## config.mk

```make
export PLATFORM = sky130hd
export DESIGN_NAME = acq_timing_sync
export DESIGN_NICKNAME = d
export VERILOG_FILES = /design/src/rtl/acq_sync_pkg.sv /design/src/rtl/pin_sync.sv /design/src/rtl/node_div.sv /design/src/rtl/acq_timing_sync.sv
export SDC_FILE = /design/constraint.sdc
export NUM_CORES = 1
export LEC_CHECK = 0
export ABC_AREA = 1
export BUFFER_PORTS_ARGS = -buffer_cell sky130_fd_sc_hd__buf_2
export CORE_MARGIN = 2
export CORE_UTILIZATION = 40
export DETAILED_ROUTE_END_ITERATION = 16
export GPL_ROUTABILITY_DRIVEN = 1
export GPL_TIMING_DRIVEN = 0
export PLACE_DENSITY = 0.6
export SYNTH_ARGS = -nofsm -noshare
export SYNTH_HDL_FRONTEND = slang
export SYNTH_SLANG_ARGS = --single-unit
```

## constraint.sdc

```tcl
create_clock -name clk -period 1.57 [get_ports clk]
set_input_delay 0 -clock clk [delete_from_list [all_inputs] [get_ports clk]]
set_output_delay 0 -clock clk [all_outputs]
set_load 0.01 [all_outputs]
```

## src/rtl/acq_sync_pkg.sv

```systemverilog
package acq_sync_pkg;
    typedef enum logic [1:0] {
        REF_GEN  = 2'd0,
        REF_PIN1 = 2'd1,
        REF_PIN2 = 2'd2,
        REF_CASC = 2'd3
    } ref_src_e;

    typedef enum logic [1:0] {
        ST_SW   = 2'd0,
        ST_PIN1 = 2'd1,
        ST_PIN2 = 2'd2,
        ST_CASC = 2'd3
    } start_src_e;
endpackage

```

## src/rtl/pin_sync.sv

```systemverilog
// Brings an asynchronous pin into the clock domain and keeps one extra
// stage so the caller can form edges from the pair.
module pin_sync #(
    parameter int STAGES = 2
) (
    input  logic clk,
    input  logic rst_n,
    input  logic pin,
    output logic lvl,
    output logic lvl_prev
);
    logic [STAGES:0] chain_q;
    logic [STAGES:0] chain_d;

    always_comb begin
        chain_d = {chain_q[STAGES-1:0], pin};
    end

    always_ff @(posedge clk or negedge rst_n) begin
        if (!rst_n) chain_q <= '0;
        else        chain_q <= chain_d;
    end

    assign lvl      = chain_q[STAGES-1];
    assign lvl_prev = chain_q[STAGES];
endmodule

```

## src/rtl/node_div.sv

```systemverilog
// Divide-by-(div_val+1) on gated reference pulses; fires on the first pulse.
module node_div #(
    parameter int DIV_W = 8
) (
    input  logic             clk,
    input  logic             rst_n,
    input  logic             clear,
    input  logic             tick,
    input  logic [DIV_W-1:0] div_val,
    output logic             strobe
);
    typedef struct packed {
        logic [DIV_W-1:0] cnt;
        logic             strobe;
    } div_t;

    div_t st_q, st_d;

    always_comb begin
        st_d = st_q;
        st_d.strobe = 1'b0;
        if (clear) begin
            st_d.cnt = '0;
        end else if (tick) begin
            st_d.strobe = (st_q.cnt == '0);
            st_d.cnt    = (st_q.cnt == '0) ? div_val : st_q.cnt - 1'b1;
        end
    end

    always_ff @(posedge clk or negedge rst_n) begin
        if (!rst_n) st_q <= '0;
        else        st_q <= st_d;
    end

    assign strobe = st_q.strobe;
endmodule

```

## src/rtl/acq_timing_sync.sv

```systemverilog
module acq_timing_sync
    import acq_sync_pkg::*;
#(
    parameter int NODES     = 3,
    parameter int DIV_W     = 8,
    parameter int GEN_FAST  = 30,
    parameter int GEN_SLOW  = 40,
    parameter int STALL_CYC = 60
) (
    input  logic                   clk,
    input  logic                   rst_n,
    input  logic                   sync1_in,
    input  logic                   sync2_in,
    input  logic                   casc_clk_in,
    input  logic                   casc_start_in,
    input  logic                   sw_start,
    input  logic                   sw_stop,
    input  logic [1:0]             cfg_ref_sel,
    input  logic                   cfg_ref_fall,
    input  logic [1:0]             cfg_start_sel,
    input  logic                   cfg_start_fall,
    input  logic                   cfg_gen_rate,
    input  logic [NODES*DIV_W-1:0] cfg_div,
    output logic                   running,
    output logic                   ref_pulse,
    output logic [NODES-1:0]       node_strobe,
    output logic                   casc_clk_out,
    output logic                   casc_start_out,
    output logic                   ext_stall,
    output logic                   async_ok
);
    localparam int NPIN   = 4;
    localparam int GEN_MX = (GEN_FAST > GEN_SLOW) ? GEN_FAST : GEN_SLOW;
    localparam int GW     = (GEN_MX > 2) ? $clog2(GEN_MX) : 1;
    localparam int SCW    = $clog2(STALL_CYC + 1);

    typedef struct packed {
        logic                   running;
        logic                   ref_pulse;
        logic [GW-1:0]          gen_cnt;
        logic [SCW-1:0]         stall_cnt;
        ref_src_e               ref_sel;
        logic                   ref_fall;
        start_src_e             start_sel;
        logic                   start_fall;
        logic                   rate;
        logic [NODES*DIV_W-1:0] div;
    } state_t;

    state_t st_q, st_d;

    // Pin order: 0 sync1, 1 sync2, 2 cascade clock, 3 cascade start.
    logic [NPIN-1:0] pins, lvl, lvl_prev, rise, fall;
    assign pins = {casc_start_in, casc_clk_in, sync2_in, sync1_in};

    for (genvar p = 0; p < NPIN; p++) begin : g_pin
        pin_sync #(.STAGES(2)) u_sync (
            .clk     (clk),
            .rst_n   (rst_n),
            .pin     (pins[p]),
            .lvl     (lvl[p]),
            .lvl_prev(lvl_prev[p])
        );
        assign rise[p] = lvl[p] & ~lvl_prev[p];
        assign fall[p] = ~lvl[p] & lvl_prev[p];
    end

    logic          gen_tick, ref_raw, start_evt;
    logic [GW-1:0] period_m1;

    always_comb begin
        st_d = st_q;

        // Configuration is shadowed only while stopped.
        if (!st_q.running) begin
            st_d.ref_sel    = ref_src_e'(cfg_ref_sel);
            st_d.ref_fall   = cfg_ref_fall;
            st_d.start_sel  = start_src_e'(cfg_start_sel);
            st_d.start_fall = cfg_start_fall;
            st_d.rate       = cfg_gen_rate;
            st_d.div        = cfg_div;
        end

        period_m1 = st_q.rate ? GW'(GEN_SLOW - 1) : GW'(GEN_FAST - 1);
        gen_tick  = st_q.running && (st_q.gen_cnt == period_m1);
        st_d.gen_cnt = (!st_q.running || gen_tick) ? '0 : st_q.gen_cnt + 1'b1;

        unique case (st_q.ref_sel)
            REF_GEN:  ref_raw = gen_tick;
            REF_PIN1: ref_raw = st_q.ref_fall ? fall[0] : rise[0];
            REF_PIN2: ref_raw = st_q.ref_fall ? fall[1] : rise[1];
            default:  ref_raw = rise[2];
        endcase

        unique case (st_q.start_sel)
            ST_SW:   start_evt = sw_start;
            ST_PIN1: start_evt = st_q.start_fall ? fall[0] : rise[0];
            ST_PIN2: start_evt = st_q.start_fall ? fall[1] : rise[1];
            default: start_evt = rise[3];
        endcase

        if (sw_stop)        st_d.running = 1'b0;
        else if (start_evt) st_d.running = 1'b1;

        st_d.ref_pulse = st_q.running & ref_raw;

        if (st_q.ref_sel == REF_GEN || ref_raw)
            st_d.stall_cnt = '0;
        else if (st_q.stall_cnt != SCW'(STALL_CYC))
            st_d.stall_cnt = st_q.stall_cnt + 1'b1;
    end

    always_ff @(posedge clk or negedge rst_n) begin
        if (!rst_n) st_q <= '0;
        else        st_q <= st_d;
    end

    for (genvar n = 0; n < NODES; n++) begin : g_node
        node_div #(.DIV_W(DIV_W)) u_div (
            .clk    (clk),
            .rst_n  (rst_n),
            .clear  (!st_q.running),
            .tick   (st_q.ref_pulse),
            .div_val(st_q.div[n*DIV_W +: DIV_W]),
            .strobe (node_strobe[n])
        );
    end

    assign running        = st_q.running;
    assign ref_pulse      = st_q.ref_pulse;
    assign casc_clk_out   = st_q.ref_pulse;
    assign casc_start_out = st_q.running;
    assign ext_stall      = (st_q.stall_cnt == SCW'(STALL_CYC));
    assign async_ok       = !ext_stall && !(!st_q.running && st_q.start_sel != ST_SW);
endmodule

```

-- Word-level counts from Yosys, hierarchy flattened
Cells that the tools add are included.
- register bits: 84
- output and inout bits: 9
- word-level logic and storage cells: 86
- add/sub/neg operators: 5
- equal/unequal tests: 8
- muxes and demuxes: 24
- bitwise gates (word level): 13
- reductions and logical operators: 16
- operators by type and width (cell ; number):
    $mux 8 ; 6
    $mux 9 ; 3
    $logic_not 8->1 ; 3
    $mux 6 ; 4
    $sub 8x1->8 const B ; 3
    $add 6x1->6 const B ; 2
    $mux 1 ; 9
    $and 1x1->1 ; 7
    $eq 6x6->1 ; 1
    $eq 6x6->1 const B ; 1
    $ne 6x6->1 const B ; 1
    $not 1->1 ; 6
    $pmux 1 s3 ; 2
    $reduce_bool 2->1 ; 3
    $eq 2x1->1 const B ; 2
    $eq 2x2->1 const B ; 2
    $logic_not 2->1 ; 2
    $logic_and 1x1->1 ; 3
    $logic_not 1->1 ; 3
    $logic_or 1x1->1 ; 2
    $ne 2x2->1 const B ; 1

-- Depth between registers and ports, before layout
- depth after elaboration: 6
- gate-level depth with buffers: 9
- depth with buffers taken out: 9

-- Hierarchy
Synthesis repeated with hierarchy kept, for this count alone.
- cells, all modules: 563
- area, all modules: 4287.9 um^2
- modules (own cells, without submodules) (module ; instances ; cells an instance ; area an instance (um^2) ; sequential area each (um^2)):
    acq_timing_sync ; 1 ; 251 ; 2020.7 ; 1126.1
    node_div ; 3 ; 100 ; 655.6 ; 225.2
    pin_sync ; 4 ; 3 ; 75.1 ; 75.1

-- Worst setup path before layout
OpenSTA, ideal clock, no wires.
- path type: reg-to-reg
- start: register g_node[0].u_div.st_q[1] in the netlist's numbering
- end: register g_node[0].u_div.st_q[3] in the netlist's numbering
- library setup time: 123 ps
- arrival: 1166 ps
- data required time: 1447 ps
- setup slack: 281 ps
- cell stages (with the launch flop): 9
- path buffers: 1
- clock period less this slack: 1289 ps
- cell sequence: dfrtp_1 -> inv_1 -> ha_1 -> nand3_1 -> nor2_4 -> buf_6 -> a21oi_1 -> o21ai_1 -> o21ai_1
- word-level cells in the longest chain between the ends: 4
- elaborated cells between the ends (all ways): 5
- ends and longest elaborated chain (item ; RTL line ; source):
    start, declared ; node_div.sv:17 ; div_t st_q, st_d;
    start signal, assigned ; node_div.sv:32 ; else st_q <= st_d;
    $sub 8x1->8 / $logic_not 8->1 (equally long branches) ; node_div.sv:26 ; st_d.cnt = (st_q.cnt == '0) ? div_val : st_q.cnt - 1'b1;
    $mux 8 (*) ; node_div.sv:26 ;
    $mux 9 (*) ; node_div.sv:24 ; end else if (tick) begin
    $mux 8 (*) ; node_div.sv:22 ; if (clear) begin
Every way passes the cells marked *; elsewhere a longest branch is shown, timed or not. The select of a mux whose other input is x is not followed.
A chain may end at the register's enable or synchronous reset.

-- Worst setup path after layout
- start: register st_q[32] in the netlist's numbering
- end: output port async_ok
- word-level cells in the longest chain between the ends: 3
- ends and longest elaborated chain (item ; RTL line ; source):
    start, declared ; acq_timing_sync.sv:50 ; state_t st_q, st_d;
    start signal, assigned ; acq_timing_sync.sv:115 ; else st_q <= st_d;
    $eq 6x6->1 ; acq_timing_sync.sv:133 ; assign ext_stall = (st_q.stall_cnt == SCW'(STALL_CYC));
    $logic_not 1->1 ; acq_timing_sync.sv:134 ; assign async_ok = !ext_stall && !(!st_q.running && st_q.start_sel != ST_SW);
    $logic_and 1x1->1 ; acq_timing_sync.sv:134 ;
    end, declared ; acq_timing_sync.sv:30 ; output logic async_ok
Every way passes these cells.

==> metrics.txt <==
# TYPE chip_impl_metric gauge
chip_impl_metric{name="antenna_found_initial",unit=""} 0
chip_impl_metric{name="maxSlewViolCount",unit=""} 0
chip_impl_info{name="timing.critical_path.max_delay_family",value="flip-flops"} 1
chip_impl_info{name="yosys.cell_count.top_type",value="sky130_fd_sc_hd__nand2_1"} 1
chip_impl_metric{name="max-clock-path-buffers",unit=""} 2
chip_impl_metric{name="power_report.internal_total",unit="uW"} 4020
chip_impl_metric{name="post_synthesis_cell_area",unit="mm^2"} 0.00409
chip_impl_info{name="ys_top_cells_by_area",value="sky130_fd_sc_hd__dfrtp_1, sky130_fd_sc_hd__nand2_1, sky130_fd_sc_hd__inv_1, sky130_fd_sc_hd__o21ai_0, sky130_fd_sc_hd__nor2_1"} 1
chip_impl_metric{name="reg2reg_setup_slack",unit="ps"} 140
chip_impl_metric{name="final_hold_viol_count",unit=""} 0
chip_impl_metric{name="synth_edf_count",unit=""} 0
chip_impl_metric{name="synth_async_sr_flop_share",unit=""} 1.00
chip_impl_metric{name="finalCritPeriodShare",unit=""} 0.942
chip_impl_metric{name="worst_slew_margin_rel",unit=""} 0.695
chip_impl_metric{name="postRouteAntennaNets",unit=""} 0
chip_impl_metric{name="timing.critical_path.arrival",unit="ps"} 1480
chip_impl_metric{name="via_count",unit=""} 3365
chip_impl_metric{name="yosys_warning_total",unit=""} 0
chip_impl_metric{name="cp_max_fo",unit=""} 5
chip_impl_info{name="postSynth.topFlopCell",value="sky130_fd_sc_hd__dfrtp_1"} 1
chip_impl_metric{name="floorplan.initialDensity",unit=""} 0.415
chip_impl_metric{name="fmax",unit="MHz"} 676
chip_impl_metric{name="syn-num-nets",unit=""} 529
chip_impl_metric{name="io_buffer_count",unit=""} 47
chip_impl_metric{name="critPathMaxStageDelay",unit="ps"} 420
chip_impl_info{name="min_path_type",value="input port to flip-flop"} 1
chip_impl_metric{name="rows",unit=""} 36
chip_impl_metric{name="worst_slew_pin_slew",unit="ps"} 458
chip_impl_metric{name="vias_per_instance",unit=""} 4.69
chip_impl_info{name="tritoncts_clock_tree",value="done"} 1
chip_impl_metric{name="period_minus_slack",unit="ps"} 1480
chip_impl_metric{name="number_of_h_tree_branching_levels",unit=""} 3
chip_impl_metric{name="power_switching_share",unit=""} 0.337
chip_impl_info{name="start_kind",value="flip-flop"} 1
chip_impl_metric{name="grt_start_max_net_pins",unit=""} 68
chip_impl_info{name="path_class",value="flip-flop to output port"} 1
chip_impl_metric{name="io-pin-count",unit=""} 48
chip_impl_metric{name="grt_pass1_wl",unit="mm"} 15.1
chip_impl_metric{name="dieArea",unit="mm^2"} 0.0111
chip_impl_metric{name="switching_power",unit="uW"} 2050
chip_impl_metric{name="first_drt_iteration_drcs",unit=""} 136
chip_impl_metric{name="die_height",unit="um"} 105
chip_impl_metric{name="post_drt_wl_per_cell",unit="um"} 12.2
chip_impl_metric{name="grt_remaining_overflow",unit=""} 0
chip_impl_info{name="cts_root_buf",value="sky130_fd_sc_hd__clkbuf_8"} 1
chip_impl_metric{name="comb_power_share",unit=""} 0.285
chip_impl_info{name="critical_path_top_delay_cell",value="sky130_fd_sc_hd__dfrtp_1"} 1
chip_impl_metric{name="vias_in_the_first_global_route",unit=""} 3369
chip_impl_metric{name="area_growth",unit="%"} 25.4
chip_impl_metric{name="coreArea",unit="mm^2"} 0.00986
chip_impl_metric{name="share_clk_of_total_power",unit=""} 0.270
chip_impl_metric{name="wirelength",unit="mm"} 8.76
chip_impl_metric{name="ys_types",unit=""} 33
chip_impl_metric{name="p_leak",unit="uW"} 0.00262
chip_impl_metric{name="pwr_density_cell",unit="mW/mm^2"} 1180
chip_impl_metric{name="critPathBufInv",unit=""} 2
chip_impl_metric{name="dp_slack",unit="ps"} 89.3
chip_impl_metric{name="design.final.nets",unit=""} 629
chip_impl_metric{name="sequential_area_share_after_synthesis",unit=""} 0.514
chip_impl_metric{name="dp.final_hpwl",unit="mm"} 6.03
chip_impl_metric{name="route.detailed.drc",unit=""} 0
chip_impl_metric{name="dieWidth",unit="um"} 105
chip_impl_metric{name="insertion_delay_of_the_later_clocked_pin_in_the_worst_skew_pair",unit="ps"} 360
chip_impl_metric{name="post-route-worst-setup-slack",unit="ps"} 91.7
chip_impl_metric{name="tot_gr_track_use",unit=""} 0.170
chip_impl_metric{name="setup-violations-final",unit=""} 0
chip_impl_info{name="netlist.top_cell.by_area",value="sky130_fd_sc_hd__dfrtp_1"} 1
chip_impl_metric{name="diodes",unit=""} 0
chip_impl_metric{name="detail_route.first_pass.iterations",unit=""} 4
chip_impl_info{name="outcome",value="complete, no violations"} 1
chip_impl_info{name="crit_path_cell_trace",value="inv_1 > ha_1 > nand2_2 > nor2_4 > nor2_1 > buf_2"} 1
chip_impl_metric{name="max_cap_violations",unit=""} 0
chip_impl_metric{name="postSynthCellCount",unit=""} 481
chip_impl_metric{name="place_congestion",unit=""} 0.822
chip_impl_info{name="synth.top_cells.by_count",value="sky130_fd_sc_hd__nand2_1, sky130_fd_sc_hd__dfrtp_1, sky130_fd_sc_hd__inv_1, sky130_fd_sc_hd__nor2_1, sky130_fd_sc_hd__o21ai_0"} 1
chip_impl_metric{name="postSynthAreaPerCell",unit="um^2"} 8.51
chip_impl_metric{name="ys_seq_elements",unit=""} 84
chip_impl_metric{name="cts-buffers-inserted",unit=""} 9
chip_impl_metric{name="setup_total_negative_slack",unit="ps"} 0
chip_impl_metric{name="yosys.area.top_type_share",unit=""} 0.514
chip_impl_metric{name="utilization",unit=""} 0.520
chip_impl_metric{name="drive_gt1_frac",unit=""} 0.191
chip_impl_metric{name="clock_sink_count",unit=""} 84
chip_impl_metric{name="final.setup_skew",unit="ps"} 9.99
chip_impl_metric{name="timing.critical_path.required",unit="ps"} 1570
chip_impl_metric{name="p_seq_frac",unit=""} 0.445
chip_impl_info{name="timing.critical_path.to_type",value="output port"} 1
chip_impl_metric{name="clk_pin_slew",unit="ps"} 80
chip_impl_metric{name="worst_ir_drop_vdd",unit="uV"} 794
-- tightest hold or removal path: cells and delay by family --
| family | cells | cell delay [ps] |
|---|---|---|
| AND/OR/NAND/NOR | 4 | 260 |
| buffers and inverters | 1 | 80 |
-- per-layer routing --
| metal | wire, um | vias to the layer above | global-route usage |
|---|---|---|---|
| met2 | 4380 | 55 | 0.300 |
| met5 | 0 | - | 0 |
| met3 | 238 | 15 | 0.0356 |
| li1 | - | 1716 | - |
| met1 | 3990 | 1579 | 0.208 |
| met4 | 155 | 0 | 0.0562 |
-- flip-flops by register name, summed over array words and instances (netlist names) --
name and flops:
st_q 43, g_node.u_div.st_q 24, g_pin.u_sync.chain_q 12, g_node.u_div.strobe 3, casc_clk_out 1, casc_start_out 1
-- area by class of cell --
cell class	count	area [um^2]
Fill cell	956	4730
Sequential cell	84	2100
Multi-Input combinational cell	313	1620
Timing Repair Buffer	89	666
Inverter	68	258
Tap cell	133	166
Clock buffer	10	128
Buffer	16	118
Clock inverter	5	77.6
-- cells in the final DEF (no fill, tap or decap), types with 9 or more instances in the layout --
cell / n
sky130_fd_sc_hd__nand2_1: 121
sky130_fd_sc_hd__dfrtp_1: 84
sky130_fd_sc_hd__inv_1: 58
sky130_fd_sc_hd__buf_2: 49
sky130_fd_sc_hd__nor2_1: 42
sky130_fd_sc_hd__dlygate4sd3_1: 37
sky130_fd_sc_hd__o21ai_0: 34
sky130_fd_sc_hd__nand3_1: 18
sky130_fd_sc_hd__o21ai_1: 17
sky130_fd_sc_hd__xor2_1: 12
sky130_fd_sc_hd__buf_4: 11
sky130_fd_sc_hd__a21oi_1: 10
sky130_fd_sc_hd__ha_1: 9
sky130_fd_sc_hd__clkbuf_8: 9
-- per-stage QoR --
stage	total power (uW)	hold WS, ps	instance area (um^2)	instances
2_1_floorplan	3860	-296	4090	481
3_3_place_gp	4330	108	4490	661
3_5_place_dp	4380	-103	4520	662
4_1_cts	6100	15.1	5100	714
5_1_grt	6520	22.5	5130	718
6_report	6070	20.4	5130	718
-- cell families (layout without fill, tap and decap cells) --
group,count (synthesis),count (layout),synth area share
xor+xnor,13,13,0.0278
mux,1,1,0.00245
buf+inv,84,188,0.0914
simple gates,210,210,0.228
flops,84,84,0.514
fa+ha+maj,9,9,0.0275
compound gates,80,80,0.109
-- timing repair --
| item | 4_1_cts | 5_1_grt |
|---|---|---|
| endpoints found under the setup margin | 1 | 14 |
| hold buffers | 37 | 0 |
| buffers inserted | 0 | 4 |
| pin swaps | 1 | 2 |
| resized for setup | 0 | 5 |
| endpoints found under the hold margin | 120 | 0 |
-- path summary, 6_finish.rpt --
kind                                                 startpoint                                   end  cells after the start
max                                        st_q[32]$_DFFE_PN0P_                              async_ok                      6
min                                                    sw_start            casc_start_out$_DFFE_PN0P_                      5
max reg2reg                 g_node[0].u_div.st_q[1]$_DFFE_PN0P_   g_node[0].u_div.st_q[3]$_DFFE_PN0P_                      8
min reg2reg                g_pin[0].u_sync.chain_q[0]$_DFF_PN0_  g_pin[0].u_sync.chain_q[1]$_DFF_PN0_                      0
max in group asynchronous                                 rst_n                  st_q[35]$_DFFE_PN0P_                      3
min in group asynchronous                                 rst_n      g_node[1].u_div.strobe$_DFF_PN0_                      2
-- power groups by stage --
stage | clock, uW | sequential, uW | combinational, uW
floorplan | 0 | 2700 | 1160
global placement | 0 | 2740 | 1590
detailed placement | 0 | 2750 | 1630
CTS | 1680 | 2710 | 1700
global route | 1780 | 2740 | 1990
finish | 1640 | 2700 | 1730
(Power assumes the default switching activity.)
